### config.mk
export PLATFORM = sky130hd
export DESIGN_NAME = cpbus_ctrl
export DESIGN_NICKNAME = d
export VERILOG_FILES = /design/src/rtl/cpbus_pkg.sv /design/src/rtl/cpbus_arb.sv /design/src/rtl/cpbus_mcyc.sv /design/src/rtl/cpbus_slv.sv /design/src/rtl/cpbus_ctrl.sv
export SDC_FILE = /design/constraint.sdc
export NUM_CORES = 1
export LEC_CHECK = 0
export ABC_AREA = 1
export ABC_CLOCK_PERIOD_IN_PS = 2300
export BUFFER_PORTS_ARGS = -buffer_cell sky130_fd_sc_hd__buf_2
export CAP_MARGIN = 25
export CORE_MARGIN = 2
export CORE_UTILIZATION = 39
export DETAILED_ROUTE_END_ITERATION = 6
export MAX_ROUTING_LAYER = met4
export SLEW_MARGIN = 40
export SYNTH_ARGS = -nofsm -noshare
export SYNTH_HDL_FRONTEND = slang
export SYNTH_HIERARCHICAL = 1
export SYNTH_SLANG_ARGS = --single-unit
### constraint.sdc
create_clock -name clk -period 2.3 [get_ports clk]
set_input_delay 0.23 -clock clk [delete_from_list [all_inputs] [get_ports clk]]
set_output_delay 0.23 -clock clk [all_outputs]
set_load 0.01 [all_outputs]
### src/rtl/cpbus_pkg.sv
// Shared state encodings for the coprocessor bus handshake controller.
package cpbus_pkg;
    typedef enum logic [1:0] {ARB_IDLE, ARB_REQ, ARB_GNT} arb_st_t;
    typedef enum logic [2:0] {MC_IDLE, MC_ALE, MC_AACK, MC_DATA, MC_DTACK, MC_END} mcyc_st_t;
    typedef enum logic [1:0] {SL_IDLE, SL_CS, SL_STB, SL_END} slv_st_t;
endpackage

### src/rtl/cpbus_arb.sv
// Bus arbiter between CPU and agent.
// Requests the CPU bus on an agent request, grants the agent after the CPU
// grant, and holds that grant until the agent drops its request.
// Assumes all request/grant inputs are synchronous to clk.
module cpbus_arb
    import cpbus_pkg::*;
(
    input  logic clk,
    input  logic rst_n,
    input  logic agt_req_n,
    input  logic cpu_busgnt_n,
    output logic granted,
    output logic cpu_busreq_n,
    output logic agt_gnt_n
);
    arb_st_t st;

    // State register: request, wait for CPU grant, hold agent grant.
    always_ff @(posedge clk) begin
        if (!rst_n) begin
            st <= ARB_IDLE;
        end else begin
            case (st)
                ARB_IDLE: if (!agt_req_n) st <= ARB_REQ;
                ARB_REQ: begin
                    if (agt_req_n)          st <= ARB_IDLE;
                    else if (!cpu_busgnt_n) st <= ARB_GNT;
                end
                ARB_GNT:  if (agt_req_n) st <= ARB_IDLE;
                default:  st <= ARB_IDLE;
            endcase
        end
    end

    // Output decode from state only.
    always_comb begin
        granted      = (st == ARB_GNT);
        cpu_busreq_n = (st == ARB_IDLE);
        agt_gnt_n    = !granted;
    end
endmodule

### src/rtl/cpbus_mcyc.sv
// Master-mode cycle sequencer.
// While the agent owns the bus, it latches the agent address with a
// one-cycle ALE, acknowledges the address one clock later, then
// acknowledges one data beat once memory is ready.
// Assumes cyc_en drops the same cycle the agent releases its request.
module cpbus_mcyc
    import cpbus_pkg::*;
(
    input  logic clk,
    input  logic rst_n,
    input  logic cyc_en,
    input  logic agt_as_in_n,
    input  logic agt_ds_in_n,
    input  logic mem_ready,
    output logic ale,
    output logic agt_aack_n,
    output logic agt_dtack_out_n
);
    mcyc_st_t st;

    // State register: address latch, address ack, data wait, data ack, end.
    always_ff @(posedge clk) begin
        if (!rst_n || !cyc_en) begin
            st <= MC_IDLE;
        end else begin
            case (st)
                MC_IDLE:  if (!agt_as_in_n) st <= MC_ALE;
                MC_ALE:   st <= MC_AACK;
                MC_AACK:  st <= MC_DATA;
                MC_DATA:  if (!agt_ds_in_n && mem_ready) st <= MC_DTACK;
                MC_DTACK: st <= MC_END;
                MC_END:   if (agt_as_in_n) st <= MC_IDLE;
                default:  st <= MC_IDLE;
            endcase
        end
    end

    // Strobe decode from state only.
    always_comb begin
        ale             = (st == MC_ALE);
        agt_aack_n      = (st != MC_AACK);
        agt_dtack_out_n = (st != MC_DTACK);
    end
endmodule

### src/rtl/cpbus_slv.sv
// Slave-mode access sequencer with a bounded wait.
// A CPU access raises chip select, then address and data strobes one clock
// later, and waits for the agent acknowledge. If no acknowledge arrives
// within max(wait_limit,1) strobe cycles, the access completes with an error.
// Assumes cpu_acc is a request sampled only when idle.
module cpbus_slv
    import cpbus_pkg::*;
#(
    parameter int WAIT_W = 8
) (
    input  logic              clk,
    input  logic              rst_n,
    input  logic              granted,
    input  logic              cpu_acc,
    input  logic [WAIT_W-1:0] wait_limit,
    input  logic              agt_dtack_in_n,
    output logic              agt_cs_n,
    output logic              agt_as_out_n,
    output logic              agt_ds_out_n,
    output logic              cpu_ack_n,
    output logic              slv_err
);
    localparam int CNT_W = WAIT_W + 1;

    slv_st_t          st;
    logic [CNT_W-1:0] wait_cnt;
    logic             err_q;
    logic             last_wait;

    // The wait expires once this strobe cycle reaches the limit.
    always_comb last_wait = (wait_cnt + 1'b1) >= {1'b0, wait_limit};

    // State, wait counter and error register.
    always_ff @(posedge clk) begin
        if (!rst_n) begin
            st       <= SL_IDLE;
            wait_cnt <= '0;
            err_q    <= 1'b0;
        end else begin
            case (st)
                SL_IDLE: if (cpu_acc && !granted) st <= SL_CS;
                SL_CS: begin
                    wait_cnt <= '0;
                    err_q    <= 1'b0;
                    st       <= SL_STB;
                end
                SL_STB: begin
                    if (!agt_dtack_in_n) begin
                        st <= SL_END;
                    end else if (last_wait) begin
                        err_q <= 1'b1;
                        st    <= SL_END;
                    end else begin
                        wait_cnt <= wait_cnt + 1'b1;
                    end
                end
                SL_END:  st <= SL_IDLE;
                default: st <= SL_IDLE;
            endcase
        end
    end

    // Strobe and completion decode from state.
    always_comb begin
        agt_cs_n     = !(st == SL_CS || st == SL_STB);
        agt_as_out_n = (st != SL_STB);
        agt_ds_out_n = (st != SL_STB);
        cpu_ack_n    = (st != SL_END);
        slv_err      = (st == SL_END) && err_q;
    end
endmodule

### src/rtl/cpbus_ctrl.sv
// Top level of the coprocessor bus handshake controller.
// Combines the arbiter, the master cycle sequencer and the slave sequencer,
// and produces the enables that hold the CPU control lines inactive while
// the agent owns the bus. wr_oe follows agt_wr_n within the same cycle.
module cpbus_ctrl #(
    parameter int WAIT_W = 8
) (
    input  logic              clk,
    input  logic              rst_n,
    input  logic              agt_req_n,
    output logic              agt_gnt_n,
    output logic              cpu_busreq_n,
    input  logic              cpu_busgnt_n,
    input  logic              agt_wr_n,
    input  logic              agt_as_in_n,
    input  logic              agt_ds_in_n,
    input  logic              mem_ready,
    output logic              ale,
    output logic              agt_aack_n,
    output logic              agt_dtack_out_n,
    output logic              burst_oe,
    output logic              rd_oe,
    output logic              wr_oe,
    output logic              ad_lo_addr,
    input  logic              cpu_acc,
    input  logic [WAIT_W-1:0] wait_limit,
    input  logic              agt_dtack_in_n,
    output logic              agt_cs_n,
    output logic              agt_as_out_n,
    output logic              agt_ds_out_n,
    output logic              cpu_ack_n,
    output logic              slv_err
);
    logic granted;
    logic cyc_en;

    cpbus_arb u_arb (
        .clk          (clk),
        .rst_n        (rst_n),
        .agt_req_n    (agt_req_n),
        .cpu_busgnt_n (cpu_busgnt_n),
        .granted      (granted),
        .cpu_busreq_n (cpu_busreq_n),
        .agt_gnt_n    (agt_gnt_n)
    );

    // A master cycle may run only while the grant and the live request hold.
    always_comb cyc_en = granted && !agt_req_n;

    cpbus_mcyc u_mcyc (
        .clk             (clk),
        .rst_n           (rst_n),
        .cyc_en          (cyc_en),
        .agt_as_in_n     (agt_as_in_n),
        .agt_ds_in_n     (agt_ds_in_n),
        .mem_ready       (mem_ready),
        .ale             (ale),
        .agt_aack_n      (agt_aack_n),
        .agt_dtack_out_n (agt_dtack_out_n)
    );

    cpbus_slv #(.WAIT_W(WAIT_W)) u_slv (
        .clk            (clk),
        .rst_n          (rst_n),
        .granted        (granted),
        .cpu_acc        (cpu_acc),
        .wait_limit     (wait_limit),
        .agt_dtack_in_n (agt_dtack_in_n),
        .agt_cs_n       (agt_cs_n),
        .agt_as_out_n   (agt_as_out_n),
        .agt_ds_out_n   (agt_ds_out_n),
        .cpu_ack_n      (cpu_ack_n),
        .slv_err        (slv_err)
    );

    // CPU line hold-off enables while the agent owns the bus.
    always_comb begin
        burst_oe   = granted;
        rd_oe      = granted;
        wr_oe      = granted && agt_wr_n;
        ad_lo_addr = granted;
    end
endmodule

==> metrics.yaml, run 1 <==
outcome:
  outcome: "finished clean"
routing:
  drtIter0Drc: 52
  routed_via_density: 4.62
  wire_per_inst_um: 9.76
  drt_wl_total_um: 2810
  drtPass1Iterations: 4
  wl_met1_um: 1380
  dr_wl_met3_um: 128
  route.detailed.drc: 0
  postRouteAntennaNets: 0
  vias: 1330
  wl_met2_um: 1280
  top_layer: "met4"
grt:
  grt.total_usage_pct: 14.7
  antenna_found_initial: 0
  grt_overflow: 0
  grt_pass1_vias: 1098
  grt_max_degree: 14
  grt_pass1_wl_um: 4690
hold_path:
  holdPathEnd: "u_arb/st[0]$_SDFFE_PN0P_"
  hold_path_class: "in2reg"
  min_from: "cpu_busgnt_n"
  holdPathStages: 3
worst_setup_path:
  critPathRequiredTime_ns: 2.48
  cpMaxStageDelayCell: "dfxtp_2"
  critical_path.max_fanout: 7
  cp_slowest_stage_delay_ns: 0.37
  cp.arrival_ns: 2.33
  rr_endpoint: "u_slv/st[1]$_SDFFE_PN0P_"
  cp_common_cell: "nand2_1"
  path_class: "reg2reg"
  critical_path.startpoint_type: "flip-flop"
  worstReg2RegStart: "u_slv/wait_cnt[0]$_SDFFE_PN0P_"
  crit_chain: "ha_4 -> nand3_4 -> nor2_2 -> xor2_1 -> ha_1 -> nand2_1 -> nand2_1 -> nand2_1 -> nand2_1 -> nor2_4 -> nand4_4 -> a21oi_1 -> nor2_1"
  r2r_slack_ns: 0.16
  end_kind: "flip-flop"
  r2r_cells: 13
placed_design:
  dp_hpwl_um: 2170
  portBuffers: 31
  routabilityCongestion: 0.817
  dp_slack_ns: 0.0270
pwr:
  pwr-share-clk_pct: 17.8
  vdd_drop_max_mv: 0.427
  sw_frac_of_total_pct: 39.6
  pwr-share-comb_pct: 42.2
  powerDensity_mw_per_mm2: 519
  netSwitchingPower_mw: 0.343
  total_leakage_power_nw: 0.868
  power_frac_seq_pct: 40.0
  internal_power_mw: 0.524
synth:
  async_flop_share_pct: 0
  synth_area_leaders: "dfxtp_1 25%, ha_1 13%, nand2_1 13%, inv_1 11%, nand3_1 5.6%"
  seq_area_frac_synth_pct: 25.2
  syn-cell-area_mm2: 0.00135
  synthTopCellsByCount: "46 x nand2_1, 38 x inv_1, 17 x dfxtp_1, 16 x nor2_1, 15 x nand3_1"
  synth.ff_latch_count: 17
  synth.most_common_cell: "nand2_1"
  synth_top_area_cell: "dfxtp_1"
  synthFlopType: "dfxtp_1"
  synth-edff-count: 0
  yosysTopAreaCellShare_pct: 25.2
  synth_cells: 204
  avgSynthCellArea_um2: 6.63
  synth.net_count: 236
  yosys_warnings: 6
  yosys.cell_types.count: 24
layout:
  layout-drive-gt1-share_pct: 29.3
  final_nets: 275
  diodes: 0
  area_growth_pct: 23.5
  multi_input_area_um2: 877
  fin_util_pct: 50.1
  seqCellArea_um2: 343
  fill_cells: 362
floorplanning:
  fp.coreArea_mm2: 0.00334
  io_pins: 32
  start_util_pct: 40.5
  rows: 21
  die_area_mm2: 0.00396
  die-height_um: 62.9
  die_x_um: 62.9
timing:
  tightest_slew_ns: 0.500
  setup_viol: 0
  relSlewSlack_pct: 66.3
  fin_worst_skew_ns: 0.00908
  hold_violations: 0
  post-route-min-period_ns: 2.14
  post-route-period-util_pct: 93.2
  slew_viol_final: 0
  hold_ws_ns: 0.179
  fin_ws_ns: 0.155
  fmax_ghz: 0.466
clock_network:
  cts-root-buf: "clkbuf_4"
  hold_buffers: 0
  cts_tree: "built"
  cts_buffer_depth: 2
  clk-insertion-delay-late_ns: 0.29
  cts_max_level: 1
  cts_buffers: 3
  clk_pin_slew_worst_paths_ns: 0.10
  clock-sinks: 17
flow_run:
  maxCapViolCount: 0
[power by group through the flow]
stage,Clock (mW),Combinational [mW],Sequential (mW)
floorplan,0,0.260,0.344
global placement,0,0.341,0.348
detailed placement,0,0.345,0.348
CTS,0.165,0.345,0.342
global route,0.183,0.412,0.351
finish,0.154,0.366,0.347
[how the worst max path moves through the flow]
stage / cells past startpoint / start / endpoint / slack (ns)
after CTS: 13 / u_slv/wait_cnt[0]$_SDFFE_PN0P_ / u_slv/st[1]$_SDFFE_PN0P_ / 0.006
final: 13 / u_slv/wait_cnt[0]$_SDFFE_PN0P_ / u_slv/st[1]$_SDFFE_PN0P_ / 0.16
after detailed placement: 13 / u_slv/wait_cnt[1]$_SDFFE_PN0P_ / u_slv/st[1]$_SDFFE_PN0P_ / 0.03
after global routing: 13 / u_slv/wait_cnt[0]$_SDFFE_PN0P_ / u_slv/st[0]$_SDFFE_PN0P_ / -0.03
after global placement: 13 / u_slv/wait_cnt[1]$_SDFFE_PN0P_ / u_slv/st[1]$_SDFFE_PN0P_ / 0.1
after floorplan: 12 / u_slv/wait_cnt[0]$_SDFFE_PN0P_ / u_slv/wait_cnt[1]$_SDFFE_PN0P_ / 0.13
[critical path: cells and delay by family, from the launching register on]
kind	cells	cell delay, ns
AO/OA/AOI/OAI	1	0.16
AND/OR/NAND/NOR	9	0.88
adder cells (fa/ha/maj)	2	0.44
flip-flops	1	0.37
XOR/XNOR	1	0.20
[layout by cell type (no fill, tap or decap), types with 4 or more instances in the layout]
cell type,count
buf_2,31
nand4_1,10
buf_4,6
nor2_1,13
nand3_1,15
nand2_1,45
inv_1,38
nor2_2,7
ha_1,13
a21oi_1,11
nand2_2,6
dfxtp_1,15
xor2_1,4
[state kept, by name, indices dropped and copies added (netlist names)]
name,flops
u_arb/st,2
u_mcyc/st,3
u_slv/err_q,1
u_slv/st,2
u_slv/wait_cnt,9
[timing repair]
| item | 4_1_cts | 5_1_grt |
|---|---|---|
| endpoints found under the setup margin | 0 | 12 |
| setup buffers | 0 | 2 |
| gates resized for setup | 0 | 13 |
[final cells by class]
cell class	count	share of cell area [%]
clock buffers	3	1.35
multi-input cells	140	52.5
clock inverters	1	0.300
inverters	44	9.89
well taps	46	3.45
flip-flops and latches	17	20.5
repair buffers	37	12.0
[cells by family after synthesis]
| logic type | synth area share [%] |
|---|---|
| AOI/OAI and AO/OA | 6.66 |
| xor gates and xnor gates | 2.59 |
| adders and majority gates | 13.0 |
| buffers and inverters | 14.7 |
| DFF | 25.2 |
| and+or+nand+nor | 37.9 |
[metrics by stage]
stage | std cells | cell area (um2) | power, mW | TNS (ns)
after floorplan | 204 | 1350 | 0.604 | 0
after global placement | 281 | 1560 | 0.689 | 0
after detailed placement | 281 | 1560 | 0.693 | 0
after CTS | 285 | 1590 | 0.853 | 0
after global routing | 288 | 1670 | 0.946 | -0.0859
final | 288 | 1670 | 0.867 | 0
[routing by layer]
layer	GRT usage, %	vias to the layer above
met2	22.5	34
met5	-	-
li1	-	723
met4	5.83	0
met1	19.5	571
met3	1.98	2
(Power assumes the default switching activity.)
==> run 2, diff against run 1 <==
CTS_BUF_LIST = sky130_fd_sc_hd__clkbuf_8   (was unset)
==> run 2 against run 1 <==
Against the previous run: clock power increased by 41%; sequential share of layout area decreased by 0.30 points; final cell count decreased by 0.35%; worst hold slack improved by 0.051 ns; total power increased by 8.7%; global-route usage about the same; clock skew decreased by 0.0041 ns; setup slack improved by 0.0093 ns; largest cell class unchanged; largest power group unchanged.
==> metrics.yaml, run 2 (synthesis results as in run 1) <==
outcome:
  outcome: "finished clean"  # unchanged
worst_setup_path:
  critical_path.startpoint_type: "flip-flop"  # unchanged
  cp-startpoint: "u_slv/wait_cnt[0]$_SDFFE_PN0P_"  # unchanged
  path_class: "reg2reg"  # unchanged
  crit_chain: "ha_4 -> nand3_4 -> nor2_2 -> xor2_1 -> ha_1 -> nand2_1 -> nand2_1 -> nand2_1 -> nand2_1 -> nor2_4 -> nand4_4 -> a21oi_2 -> nor2_1"  # was ha_4 -> nand3_4 -> nor2_2 -> xor2_1 -> ha_1 -> nand2_1 -> nand2_1 -> nand2_1 -> nand2_1 -> nor2_4 -> nand4_4 -> a21oi_1 -> nor2_1
  cp.arrival_ns: 2.28  # was 2.33 ns
  worstReg2RegStart: "u_slv/wait_cnt[0]$_SDFFE_PN0P_"  # unchanged
  cpMaxStageDelayCell: "dfxtp_2"  # unchanged
  end_kind: "flip-flop"  # unchanged
  critPathRequiredTime_ns: 2.44  # was 2.48 ns
  cp_common_cell: "nand2_1"  # unchanged
  r2r_cells: 13  # unchanged
  critical_path.max_fanout: 7  # unchanged
  cp_slowest_stage_delay_ns: 0.36  # was 0.37 ns
pwr:
  pwr-share-comb_pct: 40.1  # was 42.2%
  netSwitchingPower_mw: 0.358  # was 0.343 mW
  total_leakage_power_nw: 0.879  # was 0.868 nW
  powerDensity_mw_per_mm2: 556  # was 519 mW/mm2
  sw_frac_of_total_pct: 37.9  # was 39.6%
  vdd_drop_max_mv: 0.463  # was 0.427 mV
  internal_power_mw: 0.585  # was 0.524 mW
  power_mw: 0.943  # was 0.867 mW
  pwr-share-clk_pct: 23.1  # was 17.8%
  power_frac_seq_pct: 36.9  # was 40.0%
routing:
  vias: 1333  # was 1330
  routed_via_density: 4.64  # was 4.62
  drt_wl_total_um: 2830  # was 2810 um
  postRouteAntennaNets: 0  # unchanged
  wire_per_inst_um: 9.87  # was 9.76 um
  drtIter0Drc: 56  # was 52
  route.detailed.drc: 0  # unchanged
  drtPass1Iterations: 4  # unchanged
layout:
  multi_input_area_um2: 891  # was 877 um2
  regMostFlops: "u_slv/wait_cnt"  # unchanged
  mostFrequentLayoutCell: "nand2_1"  # unchanged
  area_growth_pct: 25.3  # was 23.5%
  layout-drive-gt1-share_pct: 30.3  # was 29.3%
  final_nets: 274  # was 275
  seqCellArea_um2: 343  # unchanged
  fill_cells: 356  # was 362
  postLayoutCellArea_mm2: 0.00170  # was 0.00167 mm2
  layout_common_cells: "45 x nand2_1, 38 x inv_1, 31 x buf_2, 15 x dfxtp_1"  # was 45 x nand2_1, 38 x inv_1, 31 x buf_2, 15 x nand3_1, 15 x dfxtp_1
  diodes: 0  # unchanged
  reg.largest.list: "u_slv/wait_cnt x9, u_mcyc/st x3"  # unchanged
  largest_reg_flops: 9  # unchanged
hold_path:
  min_from: "cpu_busgnt_n"  # unchanged
  hold_path_class: "in2reg"  # unchanged
  holdPathStages: 3  # unchanged
floorplanning:
  die_area_mm2: 0.00396  # unchanged
  io_pins: 32  # unchanged
  start_util_pct: 40.5  # unchanged
  die-height_um: 62.9  # unchanged
  fp.coreArea_mm2: 0.00334  # unchanged
  die_x_um: 62.9  # unchanged
  rows: 21  # unchanged
timing:
  fin_worst_skew_ns: 0.00497  # was 0.00908 ns
  post-route-period-util_pct: 92.8  # was 93.2%
  fmax_ghz: 0.468  # was 0.466 GHz
  hold_ws_ns: 0.230  # was 0.179 ns
  slew_viol_final: 0  # unchanged
  setup_viol: 0  # unchanged
  hold_violations: 0  # unchanged
  relSlewSlack_pct: 56.8  # was 66.3%
  fin_ws_ns: 0.165  # was 0.155 ns
  post-route-min-period_ns: 2.14  # about the same
  tightest_slew_ns: 0.641  # was 0.500 ns
clock_network:
  hold_buffers: 0  # unchanged
  cts_buffer_depth: 2  # unchanged
  cts_max_level: 1  # unchanged
  cts_buffers: 3  # unchanged
  cts_tree: "built"  # unchanged
  clock-sinks: 17  # unchanged
  cts-root-buf: "clkbuf_8"  # was clkbuf_4
  clk_pin_slew_worst_paths_ns: 0.07  # was 0.10 ns
  clk-insertion-delay-late_ns: 0.25  # was 0.29 ns
grt:
  grt.total_usage_pct: 14.7  # about the same
  grt_overflow: 0  # unchanged
  grt_pass1_vias: 1096  # was 1098
  grt_max_degree: 14  # unchanged
  grt_pass1_wl_um: 4660  # was 4690 um
  antenna_found_initial: 0  # unchanged
placed_design:
  place_area_mm2: 0.00156  # unchanged
  portBuffers: 31  # unchanged
  dp_slack_ns: 0.0270  # unchanged
  routabilityCongestion: 0.817  # unchanged
  dp_hpwl_um: 2170  # unchanged
flow_run:
  maxCapViolCount: 0  # unchanged
==> run 2: cell count changes in the layout (fill, tap and decap cells not counted) <==
cell / before / now
clkbuf_4: 3 / 0
nand3_1: 15 / 13
a21oi_1: 11 / 10
clkbuf_8: 0 / 3
nand3_2: 1 / 3
a21oi_2: 3 / 4
buf_4: 6 / 5
==> run 2: worst max-delay path, delay by kind of cell, from the launching register on <==
family | cells | cell delay (ns)
flip-flops | 1 | 0.36
XOR/XNOR | 1 | 0.20
AND/OR/NAND/NOR | 9 | 0.86
adder cells (fa/ha/maj) | 2 | 0.44
AO/OA/AOI/OAI | 1 | 0.17
==> run 2: final timing paths <==
| path | to | slack, ns |
|---|---|---|
| worst max-delay path | u_slv/st[0]$_SDFFE_PN0P_ | 0.16 |
| worst min-delay path | u_arb/st[0]$_SDFFE_PN0P_ | 0.23 |
| worst max register to register | u_slv/st[0]$_SDFFE_PN0P_ | 0.16 |
| worst min register to register | u_slv/err_q$_SDFFE_PN0P_ | 0.48 |
==> run 2: power by group through the flow <==
stage / clock network, mW / logic [mW] / registers, mW
3_3_place_gp: 0 / 0.341 / 0.348
2_1_floorplan: 0 / 0.260 / 0.344
4_1_cts: 0.228 / 0.345 / 0.342
6_report: 0.217 / 0.378 / 0.348
5_1_grt: 0.242 / 0.424 / 0.353
3_5_place_dp: 0 / 0.345 / 0.348
==> run 2: final cells by class <==
type	count	area share, %
Clock buffer	3	2.44
Multi-Input combinational cell	140	52.5
Tap cell	46	3.39
Timing Repair Buffer	36	11.4
Clock inverter	1	0.295
Inverter	44	9.74
Sequential cell	17	20.2
==> run 2: layer usage <==
layer	part of all wire [%]	GRT usage, %
met3	5.2	1.44
met1	48	19.4
met5	0	-
met2	46	22.5
met4	0.74	6.67
==> run 2: timing repair <==
item / in CTS / in global routing
setup buffers: 0 / 1
endpoints found under the setup margin: 0 / 12
hold endpoints to repair: 0 / 0
gates resized for setup: 0 / 16
==> run 2: through the flow <==
stage	util, %	TNS [ns]	instances
after floorplan	-	0	204
after global placement	46.8	0	281
after detailed placement	46.8	0	281
after CTS	48.2	0	285
after global routing	50.8	-0.102	287
final	50.8	0	287
